## src/rtl/idle_sym_pkg.sv

```systemverilog
package idle_sym_pkg;
  localparam int NUM_PAIRS = 4;
  localparam int NUM_SLOTS = NUM_PAIRS / 2;
  localparam int LVL_W     = 3;

  typedef logic [LVL_W-1:0] lvl_t;

  localparam lvl_t LVL_POS1 = 3'b001;
  localparam lvl_t LVL_ZERO = 3'b000;
  localparam lvl_t LVL_NEG1 = 3'b111;
  localparam lvl_t LVL_NEG2 = 3'b110;

  // complement within the Y pair of idle values: 0 <-> -2
  function automatic lvl_t y_flip(input lvl_t v);
    return (v == LVL_NEG2) ? LVL_ZERO : LVL_NEG2;
  endfunction
endpackage

```

## src/rtl/idle_scrambler.sv

```systemverilog
module idle_scrambler #(
  parameter int          SCR_LEN = 33,
  parameter int          TAP_LO  = 13,
  parameter logic [32:0] SEED    = 33'h0_F0E1_D2C3
) (
  input  logic               clk,
  input  logic               rst,
  input  logic               step,
  output logic [SCR_LEN-1:0] state
);
  localparam int LO_IDX = TAP_LO - 1;

  logic fb;
  assign fb = state[SCR_LEN-1] ^ state[LO_IDX];

  always_ff @(posedge clk) begin
    if (rst)       state <= SEED[SCR_LEN-1:0];
    else if (step) state <= {state[SCR_LEN-2:0], fb};
  end

  AST_SCR_NONZERO: assert property (@(posedge clk) disable iff (rst)
    state != '0);
  AST_SCR_FREEZE: assert property (@(posedge clk) disable iff (rst)
    !step |=> $stable(state));
endmodule

```

## src/rtl/idle_pair_mapper.sv

```systemverilog
module idle_pair_mapper
  import idle_sym_pkg::*;
(
  input  logic [NUM_PAIRS:0]   rnd,
  input  logic                 odd_phase,
  input  lvl_t [NUM_SLOTS-1:0] y_prev,
  output lvl_t [NUM_PAIRS-1:0] sym,
  output lvl_t [NUM_SLOTS-1:0] y_now
);
  logic swap;
  assign swap = rnd[0];

  for (genvar k = 0; k < NUM_SLOTS; k++) begin : g_slot
    lvl_t x_lvl;
    lvl_t y_lvl;
    assign x_lvl = rnd[1+NUM_SLOTS+k] ? LVL_NEG1 : LVL_POS1;
    assign y_lvl = odd_phase ? y_flip(y_prev[k])
                             : (rnd[1+k] ? LVL_NEG2 : LVL_ZERO);
    assign y_now[k]    = y_lvl;
    assign sym[2*k]    = swap ? y_lvl : x_lvl;
    assign sym[2*k+1]  = swap ? x_lvl : y_lvl;
  end
endmodule

```

## src/rtl/idle_symbol_gen.sv

```systemverilog
module idle_symbol_gen
  import idle_sym_pkg::*;
#(
  parameter int          SCR_LEN = 33,
  parameter int          TAP_LO  = 13,
  parameter logic [32:0] SEED    = 33'h0_F0E1_D2C3
) (
  input  logic       clk,
  input  logic       rst,
  input  logic       sym_ready,
  output logic       sym_valid,
  output logic [2:0] sym_a,
  output logic [2:0] sym_b,
  output logic [2:0] sym_c,
  output logic [2:0] sym_d,
  output logic       sym_odd
);
  logic                 load;
  logic                 phase;
  logic [SCR_LEN-1:0]   scr;
  lvl_t [NUM_SLOTS-1:0] y_store;
  lvl_t [NUM_SLOTS-1:0] y_next;
  lvl_t [NUM_PAIRS-1:0] sym_next;
  lvl_t [NUM_PAIRS-1:0] sym_q;

  assign load = !sym_valid || sym_ready;

  idle_scrambler #(.SCR_LEN(SCR_LEN), .TAP_LO(TAP_LO), .SEED(SEED)) u_scr (
    .clk  (clk),
    .rst  (rst),
    .step (load),
    .state(scr)
  );

  idle_pair_mapper u_map (
    .rnd      (scr[NUM_PAIRS:0]),
    .odd_phase(phase),
    .y_prev   (y_store),
    .sym      (sym_next),
    .y_now    (y_next)
  );

  always_ff @(posedge clk) begin
    if (rst) begin
      sym_valid <= 1'b0;
      sym_odd   <= 1'b0;
      phase     <= 1'b0;
      sym_q     <= '0;
      y_store   <= '0;
    end else if (load) begin
      sym_valid <= 1'b1;
      sym_q     <= sym_next;
      sym_odd   <= phase;
      phase     <= ~phase;
      if (!phase) y_store <= y_next;
    end
  end

  assign sym_a = sym_q[0];
  assign sym_b = sym_q[1];
  assign sym_c = sym_q[2];
  assign sym_d = sym_q[3];

  AST_RESET_QUIET: assert property (@(posedge clk)
    rst |=> !sym_valid && !sym_odd && sym_a == 3'b000 && sym_d == 3'b000);
  AST_HOLD: assert property (@(posedge clk) disable iff (rst)
    sym_valid && !sym_ready |=> sym_valid && $stable({sym_a, sym_b, sym_c, sym_d, sym_odd}));
  AST_PHASE_FLIP: assert property (@(posedge clk) disable iff (rst)
    sym_valid && sym_ready |=> sym_odd != $past(sym_odd));
  AST_PATTERN: assert property (@(posedge clk) disable iff (rst)
    sym_valid |-> (sym_a[0] != sym_b[0]) && (sym_a[0] == sym_c[0]) && (sym_b[0] == sym_d[0]));
  AST_RANGE: assert property (@(posedge clk) disable iff (rst)
    sym_valid |-> sym_a != 3'b011 && sym_a[2:1] != 2'b10 && sym_b != 3'b011 && sym_b[2:1] != 2'b10
               && sym_c != 3'b011 && sym_c[2:1] != 2'b10 && sym_d != 3'b011 && sym_d[2:1] != 2'b10);
  AST_STAY_VALID: assert property (@(posedge clk) disable iff (rst)
    sym_valid |=> sym_valid);
endmodule

```

## config.mk

```make
export PLATFORM = sky130hd
export DESIGN_NAME = idle_symbol_gen
export DESIGN_NICKNAME = d
export VERILOG_FILES = /design/src/rtl/idle_sym_pkg.sv /design/src/rtl/idle_scrambler.sv /design/src/rtl/idle_pair_mapper.sv /design/src/rtl/idle_symbol_gen.sv
export SDC_FILE = /design/constraint.sdc
export NUM_CORES = 1
export LEC_CHECK = 0
export CELL_PAD_IN_SITES_DETAIL_PLACEMENT = 1
export CELL_PAD_IN_SITES_GLOBAL_PLACEMENT = 1
export CORE_MARGIN = 5
export CORE_UTILIZATION = 38
export DETAILED_ROUTE_END_ITERATION = 8
export MAX_ROUTING_LAYER = met4
export PLACE_DENSITY_LB_ADDON = 0.2
export RECOVER_POWER = 50
export SKIP_LAST_GASP = 1
export SYNTH_ARGS = -nofsm -noshare
export SYNTH_HDL_FRONTEND = slang
export SYNTH_SLANG_ARGS = --single-unit
export TNS_END_PERCENT = 5
```

## constraint.sdc

```tcl
create_clock -name clk -period 1.2 [get_ports clk]
set_input_delay 0.24 -clock clk [delete_from_list [all_inputs] [get_ports clk]]
set_output_delay 0.24 -clock clk [all_outputs]
set_load 0.005 [all_outputs]
```

==> results of run 1 <==
==> worst max-delay path by stage <==
stage,from,endpoint
after floorplan,sym_valid,sym_d[1]
after global placement,sym_ready,u_scr.state[27]
after detailed placement,sym_ready,y_store[4]
after CTS,sym_c[1],sym_c[2]
after global routing,sym_valid,sym_valid
final,sym_d[1],sym_d[2]
==> report_power, final <==
group,leakage [nW],switching [mW],total (mW),internal (mW)
Clock,0.0445,0.491,0.959,0.468
Sequential,0.365,0.0715,1.64,1.57
Combinational,0.438,0.191,0.393,0.202
==> routing by layer <==
metal	wire, microns	GRT usage (%)
met2	1760	22.1
met5	0	-
met3	143	3.90
met1	1700	17.1
met4	51	6.29
==> what timing repair did <==
item,in CTS,in global routing
endpoints found under the setup margin,34,55
buffers inserted,0,0
resized for setup,2,2
hold buffers,0,0
gates cloned,0,0
==> cells in the mapped netlist <==
cell type,n
sky130_fd_sc_hd__nand2b_4,1
sky130_fd_sc_hd__nand3_1,17
sky130_fd_sc_hd__o2111a_1,1
sky130_fd_sc_hd__and3_1,1
sky130_fd_sc_hd__o211ai_1,1
sky130_fd_sc_hd__nor2b_2,1
sky130_fd_sc_hd__or3_1,1
sky130_fd_sc_hd__nor2_1,3
sky130_fd_sc_hd__nor2b_1,1
sky130_fd_sc_hd__inv_1,2
sky130_fd_sc_hd__a21oi_2,1
sky130_fd_sc_hd__and2b_1,1
sky130_fd_sc_hd__a31oi_1,1
sky130_fd_sc_hd__clkinv_1,1
sky130_fd_sc_hd__buf_2,8
sky130_fd_sc_hd__xor2_1,1
sky130_fd_sc_hd__a21oi_1,23
sky130_fd_sc_hd__clkbuf_1,2
sky130_fd_sc_hd__o311ai_1,1
sky130_fd_sc_hd__o21ai_0,3
sky130_fd_sc_hd__dfxtp_1,44
sky130_fd_sc_hd__o21a_1,1
sky130_fd_sc_hd__nand2b_1,3
sky130_fd_sc_hd__a311o_1,1
sky130_fd_sc_hd__buf_6,2
sky130_fd_sc_hd__nand4_1,1
sky130_fd_sc_hd__buf_4,9
sky130_fd_sc_hd__nand2_1,72
==> logic make-up (layout without fill, tap and decap cells) <==
family / Yosys count / count (layout) / share of synthesized area, %
and+or+nand+nor: 102 / 102 / 26.4
AOI/OAI and AO/OA: 33 / 33 / 11.4
DFF: 44 / 44 / 52.8
buffers and inverters: 24 / 40 / 8.92
xor gates and xnor gates: 1 / 1 / 0.525
==> final cells by class <==
type	instances	share of cell area, %
well taps	52	3.29
flip-flops and latches	44	44.6
repair buffers	29	14.4
clock inverters	1	0.380
clock buffers	7	4.37
inverters	3	0.570
multi-input cells	136	32.4
==> registers in the layout (all words and copies together) (netlist names) <==
signal / flops
u_scr.state: 33
sym_b: 2
sym_c: 2
y_store: 2
phase: 1
sym_a: 1
sym_d: 1
sym_odd: 1
sym_valid: 1
==> tightest hold or removal path, stage by stage (launching register included) <==
cell	delay (ns)
sky130_fd_sc_hd__dfxtp_1	0.32
sky130_fd_sc_hd__nand2_1	0.05
sky130_fd_sc_hd__a21oi_1	0.05
==> flow_metrics.tcl, run 1 <==
set metrics [dict create \
    cp_cell_sequence "clkdlybuf4s50_1" \
    layout_commonest_cell "sky130_fd_sc_hd__nand2_1" \
    ir_drop_mv 0.504 \
    failed_checks "setup timing" \
    r2r-start "sym_valid" \
    cap_violations 0 \
    gp_congestion 0.787 \
    tightestPinTransition_ns 0.291 \
    seqCellArea_sq_um 882 \
    register_to_register_path_depth 4 \
    dp.cells 264 \
    post_synthesis_net_count 207 \
    finalSetupViolations 17 \
    synth_area_leaders "sky130_fd_sc_hd__dfxtp_1, sky130_fd_sc_hd__nand2_1, sky130_fd_sc_hd__a21oi_1, sky130_fd_sc_hd__nand3_1, sky130_fd_sc_hd__buf_4" \
    period_share_pct 117 \
    setup_ws_ns -0.202 \
    status "complete, but fails checks" \
    worst-setup-path-type "register to primary output" \
    postPlaceCellArea_sq_um 1880 \
    whs_endpoint "u_scr.state[19]" \
    yosysUniqueCellTypes 28 \
    drt-pass1-iter-count 4 \
    largest_incremental_delay_on_the_critical_path_ns 0.51 \
    fin_hold_ws_ns 0.453 \
    portBuffers 16 \
    min_path_cells 2 \
    via_count_of_the_first_global_routing_pass 1415 \
    drt.antenna.violating_nets 0 \
    post-route-min-period_ns 1.40 \
    synth_area_per_inst_sq_um 8.18 \
    wirelength_mm 3.66 \
    worst-r2r-setup-slack_ns -0.03 \
    first_iter_violations 59 \
    design_power_total_mw 2.99 \
    seq_area_frac_synth_pct 52.8 \
    final_area_sq_um 1980 \
    finalHoldViolCount 0 \
    power_density_nw_per_um2 1520 \
    root_buffer "sky130_fd_sc_hd__clkbuf_8" \
    post_route_cells_drive_above_1_share_pct 10.9 \
    chipWidth_microns 76.3 \
    postSynthRegisterBits 44 \
    via_count 1357 \
    hp-start "u_scr.state[19]" \
    vias_per_cell 4.99 \
    most-common-layout-cells "sky130_fd_sc_hd__nand2_1, sky130_fd_sc_hd__dfxtp_1, sky130_fd_sc_hd__a21oi_1, sky130_fd_sc_hd__nand3_1, sky130_fd_sc_hd__clkdlybuf4s50_1" \
    pin_count_of_the_biggest_net_entering_global_routing 26 \
    dp_hpwl_mm 2.66 \
    chipHeight_microns 76.3 \
    crit_required_ns 0.96 \
    worst_setup_path_end_kind "primary output" \
    cp_num_buf_inv 1 \
    cp-start-kind "register" \
    floorplan.initialDensity_pct 38.9 \
    numCtsBuffers 5 \
    yosysWarningCount 0 \
    drv_slew 0 \
    synth_top_cell_area_share_pct 52.8 \
    gate_count_after_technology_mapping 204 \
    count_of_pins_on_the_block_boundary 17 \
    power.static_leakage_nw 0.848 \
    instances_no_fill 272 \
    final_nets 222 \
    clk_latency_ns 0.29 \
    finClkSkew_ns 0.00487 \
    cts.clk_slew.worst_paths_ns 0.08 \
    worst_reg2reg_endpoint "u_scr.state[25]" \
    drt_drc_violations_left 0 \
    synthToLayoutAreaGrowth_pct 18.4 \
    setup_tns_ns -2.23 \
    num_rows 24 \
    total_number_of_clock_tree_sinks 44 \
    grt_first_pass_wirelength_mm 6.56 \
    nFillCells 513 \
    final_core_util_pct 46.0 \
    yosys.area.top_type "sky130_fd_sc_hd__dfxtp_1" \
    crit_path_top_delay_cell "sky130_fd_sc_hd__clkdlybuf4s50_1" \
    antenna_cells_inserted 0 \
    initial_antenna_violation_count 0 \
    gr-usage-all-layers_pct 14.2 \
    placeableCoreArea_sq_um 4290 \
    timing.hold.worst.class "register to register" \
    maxClockFrequency_mhz 713 \
    worst_ep_arrival_ns 1.16 \
    post-place-ws_ns -0.368 \
    synth.cell_area_sq_um 1670 \
    multiInputGateArea_sq_um 639 \
    tritoncts "yes" \
    design.die.area_sq_um 5820 \
    htreeDepth 2 \
    max_slew_headroom_at_the_worst_pin_pct 80.5 \
    worst_path_dominant_cell_family "buffers and inverters" \
    ctsLongestPathBuffers 2 \
    path_length_in_cells_of_the_critical_path 1 \
    grt_overflow 0 \
    routedWlPerCell_microns 13.5 \
    crit_fanout 3 \
    rsz0062_at_grt "true" \
]
Note: power is estimated with default switching activity, not from simulation.
==> inputs of run 2 (changes only) <==
--- a/config.mk
+++ b/config.mk
@@ -5,6 +5,7 @@
 export SDC_FILE = /design/constraint.sdc
 export NUM_CORES = 1
 export LEC_CHECK = 0
+export ABC_CLOCK_PERIOD_IN_PS = 1200
 export CELL_PAD_IN_SITES_DETAIL_PLACEMENT = 1
 export CELL_PAD_IN_SITES_GLOBAL_PLACEMENT = 1
 export CORE_MARGIN = 5
==> results of run 2 <==
The final DEF is identical to that of run 1; final timing and power are the same.
